### config.mk
export PLATFORM = sky130hd
export DESIGN_NAME = gpio_irq_bank
export DESIGN_NICKNAME = d
export VERILOG_FILES = /design/src/rtl/gpio_bank_pkg.sv /design/src/rtl/gpio_in_sync.sv /design/src/rtl/gpio_event_detect.sv /design/src/rtl/gpio_ctrl_regs.sv /design/src/rtl/gpio_irq_bank.sv
export SDC_FILE = /design/constraint.sdc
export NUM_CORES = 1
export LEC_CHECK = 0
export ABC_AREA = 1
export BUFFER_PORTS_ARGS = -buffer_cell sky130_fd_sc_hd__buf_4
export CAP_MARGIN = 15
export CORE_MARGIN = 4
export CORE_UTILIZATION = 30
export DETAILED_ROUTE_END_ITERATION = 10
export GPL_ROUTABILITY_DRIVEN = 0
export PLACE_DENSITY_LB_ADDON = 0.08
export SKIP_CTS_REPAIR_TIMING = 1
export SYNTH_ARGS = -nofsm -noshare
export SYNTH_HDL_FRONTEND = slang
export SYNTH_HIERARCHICAL = 1
export SYNTH_SLANG_ARGS = --single-unit
### constraint.sdc
create_clock -name clk -period 2.05 [get_ports clk]
set_input_delay 0 -clock clk [delete_from_list [all_inputs] [get_ports clk]]
set_output_delay 0 -clock clk [all_outputs]
set_load 0.05 [all_outputs]
### src/rtl/gpio_bank_pkg.sv
package gpio_bank_pkg;

    localparam int SEL_W    = 4;
    localparam int NUM_REGS = 12;

    // Word index of each register; byte offset is index * 4.
    typedef enum logic [SEL_W-1:0] {
        SEL_DIR       = 4'd0,
        SEL_DOUT      = 4'd1,
        SEL_DOUT_SET  = 4'd2,
        SEL_DOUT_CLR  = 4'd3,
        SEL_DIN       = 4'd4,
        SEL_TRIG_LO   = 4'd5,
        SEL_TRIG_HI   = 4'd6,
        SEL_TRIG_RISE = 4'd7,
        SEL_TRIG_FALL = 4'd8,
        SEL_STATUS    = 4'd9,
        SEL_EN_SET    = 4'd10,
        SEL_EN_CLR    = 4'd11,
        SEL_NONE      = 4'd15
    } reg_sel_e;

endpackage

### src/rtl/gpio_in_sync.sv
module gpio_in_sync #(
    parameter int W = 32
) (
    input  logic         clk,
    input  logic         rst_n,
    input  logic [W-1:0] raw_in,
    output logic [W-1:0] cur_q,
    output logic [W-1:0] prev_q
);

    logic [W-1:0] meta_q;

    always_ff @(posedge clk or negedge rst_n) begin
        if (!rst_n) begin
            meta_q <= '0;
            cur_q  <= '0;
            prev_q <= '0;
        end else begin
            meta_q <= raw_in;
            cur_q  <= meta_q;
            prev_q <= cur_q;
        end
    end

endmodule

### src/rtl/gpio_event_detect.sv
module gpio_event_detect #(
    parameter int W = 32
) (
    input  logic         clk,
    input  logic         rst_n,
    input  logic [W-1:0] cur,
    input  logic [W-1:0] prev,
    input  logic [W-1:0] trig_lo,
    input  logic [W-1:0] trig_hi,
    input  logic [W-1:0] trig_rise,
    input  logic [W-1:0] trig_fall,
    input  logic         clr_en,
    input  logic [W-1:0] clr_mask,
    output logic [W-1:0] status_q
);

    logic [W-1:0] hit;
    logic [W-1:0] drop;

    always_comb begin
        hit  = (trig_lo & ~cur) | (trig_hi & cur)
             | (trig_rise & cur & ~prev) | (trig_fall & ~cur & prev);
        drop = clr_en ? clr_mask : '0;
    end

    // New hits are ORed after the clear so they win a same-cycle race.
    always_ff @(posedge clk or negedge rst_n) begin
        if (!rst_n) status_q <= '0;
        else        status_q <= (status_q & ~drop) | hit;
    end

    AST_STICKY_HOLD: assert property (@(posedge clk) disable iff (!rst_n)
        !clr_en |=> ((status_q & $past(status_q)) == $past(status_q)));

    AST_LEVEL_HIT: assert property (@(posedge clk) disable iff (!rst_n)
        (((trig_lo & ~cur) | (trig_hi & cur)) != '0)
        |=> ((status_q & $past((trig_lo & ~cur) | (trig_hi & cur)))
             == $past((trig_lo & ~cur) | (trig_hi & cur))));

    AST_RISE_HIT: assert property (@(posedge clk) disable iff (!rst_n)
        ((trig_rise & cur & ~prev) != '0)
        |=> ((status_q & $past(trig_rise & cur & ~prev))
             == $past(trig_rise & cur & ~prev)));

endmodule

### src/rtl/gpio_ctrl_regs.sv
module gpio_ctrl_regs
    import gpio_bank_pkg::*;
#(
    parameter int W  = 32,
    parameter int AW = 8
) (
    input  logic          clk,
    input  logic          rst_n,
    input  logic          wr_en,
    input  logic [AW-1:0] addr,
    input  logic [W-1:0]  wdata,
    input  logic [W-1:0]  din,
    input  logic [W-1:0]  status,
    output logic [W-1:0]  rdata,
    output logic [W-1:0]  dir_q,
    output logic [W-1:0]  dout_q,
    output logic [W-1:0]  lo_q,
    output logic [W-1:0]  hi_q,
    output logic [W-1:0]  rise_q,
    output logic [W-1:0]  fall_q,
    output logic [W-1:0]  en_q,
    output logic          stat_clr_en,
    output logic [W-1:0]  stat_clr_mask
);

    localparam int IDX_W = AW - 2;

    reg_sel_e         sel;
    logic [IDX_W-1:0] widx;

    always_comb begin
        widx = addr[AW-1:2];
        sel  = SEL_NONE;
        if (addr[1:0] == 2'b00 && widx < IDX_W'(NUM_REGS))
            sel = reg_sel_e'(widx[SEL_W-1:0]);
    end

    always_ff @(posedge clk or negedge rst_n) begin
        if (!rst_n) begin
            dir_q  <= '1;
            dout_q <= '0;
            lo_q   <= '0;
            hi_q   <= '0;
            rise_q <= '0;
            fall_q <= '0;
            en_q   <= '0;
        end else if (wr_en) begin
            unique case (sel)
                SEL_DIR:       dir_q  <= wdata;
                SEL_DOUT:      dout_q <= wdata;
                SEL_DOUT_SET:  dout_q <= dout_q | wdata;
                SEL_DOUT_CLR:  dout_q <= dout_q & ~wdata;
                SEL_TRIG_LO:   lo_q   <= wdata;
                SEL_TRIG_HI:   hi_q   <= wdata;
                SEL_TRIG_RISE: rise_q <= wdata;
                SEL_TRIG_FALL: fall_q <= wdata;
                SEL_EN_SET:    en_q   <= en_q | wdata;
                SEL_EN_CLR:    en_q   <= en_q & ~wdata;
                default:       ;
            endcase
        end
    end

    always_comb begin
        unique case (sel)
            SEL_DIR:                rdata = dir_q;
            SEL_DOUT:               rdata = dout_q;
            SEL_DIN:                rdata = din;
            SEL_TRIG_LO:            rdata = lo_q;
            SEL_TRIG_HI:            rdata = hi_q;
            SEL_TRIG_RISE:          rdata = rise_q;
            SEL_TRIG_FALL:          rdata = fall_q;
            SEL_STATUS:             rdata = status;
            SEL_EN_SET, SEL_EN_CLR: rdata = en_q;
            default:                rdata = '0;
        endcase
        stat_clr_en   = wr_en && (sel == SEL_STATUS);
        stat_clr_mask = wdata;
    end

    AST_DOUT_CLR: assert property (@(posedge clk) disable iff (!rst_n)
        (wr_en && sel == SEL_DOUT_CLR) |=> ((dout_q & $past(wdata)) == '0));

    AST_EN_SET: assert property (@(posedge clk) disable iff (!rst_n)
        (wr_en && sel == SEL_EN_SET) |=> ((en_q & $past(wdata)) == $past(wdata)));

endmodule

### src/rtl/gpio_irq_bank.sv
module gpio_irq_bank #(
    parameter int NPINS  = 32,
    parameter int ADDR_W = 8
) (
    input  logic              clk,
    input  logic              rst_n,
    input  logic              bus_wr_en,
    input  logic [ADDR_W-1:0] bus_addr,
    input  logic [NPINS-1:0]  bus_wdata,
    output logic [NPINS-1:0]  bus_rdata,
    input  logic [NPINS-1:0]  pin_in,
    output logic [NPINS-1:0]  pin_out,
    output logic [NPINS-1:0]  pin_drive_en,
    output logic              irq
);

    logic [NPINS-1:0] cur, prev, status;
    logic [NPINS-1:0] dir, dout, lo, hi, rise, fall, en, clr_mask;
    logic             clr_en;

    gpio_in_sync #(.W(NPINS)) u_sync (
        .clk(clk), .rst_n(rst_n), .raw_in(pin_in), .cur_q(cur), .prev_q(prev)
    );

    gpio_ctrl_regs #(.W(NPINS), .AW(ADDR_W)) u_regs (
        .clk(clk), .rst_n(rst_n), .wr_en(bus_wr_en), .addr(bus_addr),
        .wdata(bus_wdata), .din(cur), .status(status), .rdata(bus_rdata),
        .dir_q(dir), .dout_q(dout), .lo_q(lo), .hi_q(hi), .rise_q(rise),
        .fall_q(fall), .en_q(en), .stat_clr_en(clr_en), .stat_clr_mask(clr_mask)
    );

    gpio_event_detect #(.W(NPINS)) u_detect (
        .clk(clk), .rst_n(rst_n), .cur(cur), .prev(prev),
        .trig_lo(lo), .trig_hi(hi), .trig_rise(rise), .trig_fall(fall),
        .clr_en(clr_en), .clr_mask(clr_mask), .status_q(status)
    );

    always_comb begin
        pin_out      = dout;
        pin_drive_en = ~dir;
        irq          = |(status & en);
    end

    AST_IRQ_QUIET: assert property (@(posedge clk) disable iff (!rst_n)
        (en == '0) |-> !irq);

endmodule

Word-level counts from Yosys, hierarchy flattened
Index checks and enable logic that the tools add are counted.
{"block": "totals", "ff_bits": 352}
{"block": "classes", "magnitude_cmp": 1, "reduce_logical": 15, "n_eq_ne": 11, "bitwise_logic": 21, "n_mux": 5}
{"cell": "$and 32x32->32", "n": 10}
{"cell": "$pmux 32 s9", "n": 1}
{"cell": "$or 32x32->32", "n": 6}
{"cell": "$not 32->32", "n": 5}
{"cell": "$pmux 32 s3", "n": 1}
{"cell": "$pmux 32 s2", "n": 1}
{"cell": "$mux 32", "n": 1}
{"cell": "$reduce_or 32->1", "n": 1}
{"cell": "$eq 4x3->1 const B", "n": 4}
{"cell": "$eq 4x4->1 const B", "n": 4}
{"cell": "$reduce_and 2->1", "n": 7}
{"cell": "$eq 4x2->1 const B", "n": 2}
{"cell": "$lt 6x4->1 const B", "n": 1}
{"cell": "$eq 4x1->1 const B", "n": 1}
{"cell": "$logic_not 4->1", "n": 1}
{"cell": "$mux 4", "n": 1}
{"cell": "$reduce_bool 3->1", "n": 1}
{"cell": "$logic_and 1x1->1", "n": 2}
{"cell": "$logic_not 2->1", "n": 1}
{"cell": "$reduce_bool 2->1", "n": 1}
{"cell": "$reduce_or 2->1", "n": 1}

Depth between registers and ports, before layout
{"block": "logic_depth", "ltp_word": 9, "depth_mapped": 10, "ltp_nobuf": 9}

Modules after synthesis
The synthesis kept the hierarchy.
{"mod": "gpio_ctrl_regs", "cells_per_inst": 1575, "n_inst": 1, "area_each_um2": 11720.0}
{"mod": "gpio_in_sync", "cells_per_inst": 96, "n_inst": 1, "area_each_um2": 2402.3}
{"mod": "gpio_event_detect", "cells_per_inst": 419, "n_inst": 1, "area_each_um2": 2275.9}
{"mod": "gpio_irq_bank", "cells_per_inst": 95, "n_inst": 1, "area_each_um2": 356.6}

Worst setup path after synthesis
Ideal clock, no wire load.
{"block": "synth_timing", "kind": "input port to flip-flop", "startpoint": "input bus_addr[7]", "endpoint": "register u_detect.status_q[0]", "path_buffers": 2, "setup_ps": 116, "t_required_ps": 1934, "arrival_ps": 1249, "cell_stages": 10, "slack_ps": 685, "path_cell_list": "nor2_8 > nand4_4 > nor2_4 > buf_4 > nand2_1 > nor2_1 > buf_6 > nand2_1 > nand2_1 > nand2_1"}
{"block": "synth_via", "elab_chain_cells": 9}
{"item": "start, declared", "line_no": "gpio_irq_bank.sv:8", "source": "input logic [ADDR_W-1:0] bus_addr,"}
{"item": "$lt 6x4->1", "line_no": "gpio_ctrl_regs.sv:34", "source": "if (addr[1:0] == 2'b00 && widx < IDX_W'(NUM_REGS))"}
{"item": "$logic_and 1x1->1", "line_no": "gpio_ctrl_regs.sv:34"}
{"item": "$mux 4", "line_no": "gpio_ctrl_regs.sv:34"}
{"item": "$eq 4x4->1", "line_no": "gpio_ctrl_regs.sv:77", "source": "stat_clr_en = wr_en && (sel == SEL_STATUS);"}
{"item": "$logic_and 1x1->1", "line_no": "gpio_ctrl_regs.sv:77"}
{"item": "via clr_en", "line_no": "gpio_irq_bank.sv:19", "source": "logic clr_en;"}
{"item": "$mux 32", "line_no": "gpio_event_detect.sv:23", "source": "drop = clr_en ? clr_mask : '0;"}
{"item": "$not 32->32", "line_no": "gpio_event_detect.sv:29", "source": "else status_q <= (status_q & ~drop) | hit;"}
{"item": "$and 32x32->32", "line_no": "gpio_event_detect.sv:29"}
{"item": "$or 32x32->32", "line_no": "gpio_event_detect.sv:29"}
{"item": "end signal, assigned", "line_no": "gpio_event_detect.sv:29"}
{"item": "end, declared", "line_no": "gpio_event_detect.sv:14", "source": "output logic [W-1:0] status_q"}
The timed path passes the listed nets, and every way through them passes these cells.
A chain may end at the register's enable or synchronous reset.

Worst setup path after layout
{"block": "layout_timing", "startpoint": "register u_detect.status_q[19]", "endpoint": "output irq"}
{"block": "layout_via", "elab_chain_cells": 2}
{"item": "$and 32x32->32", "line_no": "gpio_irq_bank.sv:41", "source": "irq = |(status & en);"}
{"item": "$reduce_or 32->1", "line_no": "gpio_irq_bank.sv:41"}
{"item": "end, declared", "line_no": "gpio_irq_bank.sv:14", "source": "output logic irq"}
No other way between the ends.

==> out/qor.txt <==
post-route cell area: 21100 um^2
Mapped Cells: 2185
CP required: 2050 ps
TritonCTS Buffers: 44
antenna cells: 0
Final WS setup: 159 ps
Final Setup Violations: 0
Tcrit/Tclk final: 92.3%
core footprint: 55200 um^2
most common cell after layout, fill and taps aside: nand2_1
placed wire-length estimate: 37700 um
clk buf depth: 3
worst-margin pin slew: 561 ps
first-pass GRT wire length: 87800 um
CP most frequent cell: nand2_1
internal power: 13.1 mW
Final Hold Vio Count: 0
sw frac: 25.5%
Largest stage delay, worst path: 400 ps
YS warnings: 6
R2R depth: 5
Main synth FF type: dfrtp_1
Overall Global Routing Usage: 19.2%
CP Class: reg2out
Filler Cells Inserted: 5744
P_leak: 10.6 nW
Area after DPL: 18900 um^2
commonest non-fill, non-tap cells in the layout: nand2_1, dfrtp_1, inv_1
drt first-iter violations: 1115
ys async rst share: 100%
antenna viol nets, final: 0
Comb pwr share: 9.0%
Setup crit end kind: output port
Rows: 86
Die X: 244 um
Clk pwr share: 47.9%
dpl ws: 163 ps
FF+latch count, synth: 352
register share of total power: 43.1%
Starting Density: 30.4%
post-synth design cell area: 16800 um^2
DRC Markers: 0
Power per Cell Area: 829 nW/um^2
critical path fanouts, max: 3
root buffer cell: clkbuf_16
Worst EP arrival: 1890 ps
max-slew violation count: 0
max frequency: 529 MHz
Area Overhead vs Synth: 26.2%
sequential fraction of the synthesis area: 52.8%
fin cells: 3173
Worst-path clk slew: 60 ps
startpoint type of the worst setup path: flip-flop
path category of the worst min-delay check: in2reg
Switch Pwr: 4.47 mW
Clock Skew: 15.8 ps
io pins: 172
Power Total: 17.5 mW
CTS tree: yes
clock latency at the later pin of the worst-skew pair: 570 ps
dpl cells: 3024
GR Overflow Total: 0
drt first pass iters: 5
EDFF count, synth: 0
top cells by area, synth: dfrtp_1, nand2_1, nand3_1, inv_1, dfstp_2
cell breakdown of the critical path: nand2_1 > nand2_1 > nor2_1 > nand2_1 > nor2_1 > nand2_1 > buf_4
run status: finished, final reports clean
initial antenna violation count: 0
largest net degree at the start of global routing: 75
setup TNS: 0 ps
Peak VDD IR: 0.532 mV
RSZ-0062 raised after global routing: no
min Tclk post-route: 1890 ps
Hold Slack: 74.9 ps
synthesized net count: 2260
Synth area leader: dfrtp_1
DRT Wirelength: 58400 um
Core Util, Final: 38.3%
highest-delay cell along the critical path: dfrtp_1
I/O Buffers: 171
Avg Cell Area, Syn: 7.67 um^2
Hold Path Cell Cnt: 2
Die ar.: 59700 um^2
Synth cell types: 24
H-tree Lvls: 2
Max-slew headroom: 62.6%
clock sink total: 352
vias per inst: 4.56
Synth top area share: 47.8%
number of global-route vias before repair: 13700
routed via count: 14500
die height: 244 um
Routed wire per std cell: 18.4 um
Layout Nets: 2464
share of layout cells above drive strength 1: 14.6%
Max Cap Violations: 0
[final timing paths]
| path | startpoint | to | slack, ps |
|---|---|---|---|
| max | u_detect/status_q[19]$_DFF_PN0_ | irq | 160 |
| min | pin_in[2] | u_sync/meta_q[2]$_DFF_PN0_ | 70 |
| max reg2reg | u_sync/cur_q[21]$_DFF_PN0_ | u_detect/status_q[21]$_DFF_PN0_ | 1170 |
| min reg2reg | u_sync/meta_q[2]$_DFF_PN0_ | u_sync/cur_q[2]$_DFF_PN0_ | 350 |
| max in group asynchronous | rst_n | u_regs/dir_q[17]$_DFFE_PN1P_ | 1460 |
| min in group asynchronous | rst_n | u_regs/dir_q[9]$_DFFE_PN1P_ | 120 |
[critical path: cells and delay by family, from the launching register on]
| kind | cells | cell delay [ps] |
|---|---|---|
| and+or+nand+nor | 6 | 690 |
| DFF | 1 | 400 |
| buffers and inverters | 1 | 230 |
[state kept, by name, indices dropped and copies added (netlist names), named ones only]
register and cells:
u_regs/lo_q 32, u_regs/hi_q 32, u_regs/fall_q 32, u_detect/status_q 32
u_regs/rise_q 32, u_sync/prev_q 32, u_sync/meta_q 32, u_sync/cur_q 32
u_regs/dir_q 32, u_regs/dout_q 32
[synth_stat cells (3+ instances only)]
cell type,count
dfstp_2,32
nand4_4,3
o21ai_1,122
nand2_2,4
nand3_2,3
inv_1,230
buf_1,4
nand2_1,823
buf_6,7
clkbuf_2,3
nor2_1,173
clkbuf_1,16
nor2_2,5
buf_4,45
nor2_4,3
o21ai_0,103
nand3_1,226
buf_2,55
dfrtp_1,320
[layout make-up]
| class | instances | area, um^2 | area share, % |
|---|---|---|---|
| flip-flops and latches | 352 | 8850 | 41.8 |
| clock inverters | 18 | 277 | 1.31 |
| repair buffers | 288 | 2650 | 12.5 |
| multi-input cells | 1471 | 6280 | 29.7 |
| clock buffers | 64 | 1290 | 6.09 |
| inverters | 232 | 871 | 4.12 |
| well taps | 748 | 936 | 4.43 |
[power by group through the flow]
stage          registers (mW)  logic (mW)  clock network [mW]
2_1_floorplan            7.87       0.567                   0
3_3_place_gp             7.68        1.49                   0
3_5_place_dp             7.68        1.50                   0
4_1_cts                  7.56        1.51                8.69
5_1_grt                  7.61        1.77                8.95
6_report                 7.56        1.58                8.40
[metal layers]
layer	vias to the layer above	GRT usage (%)	wire, um
li1	7174	-	-
met1	6867	27.8	28000
met2	355	30.4	26400
met3	62	3.13	2850
met4	0	4.32	1100
met5	-	0	0
[cell families (layout without fill, tap and decap cells)]
family	Yosys count	after routing	synth area share [%]
buffers and inverters	362	602	9.86
and+or+nand+nor	1246	1246	30.6
DFF	352	352	52.8
AOI/OAI and AO/OA	225	225	6.72
Note: power is estimated with default switching activity, not from simulation.
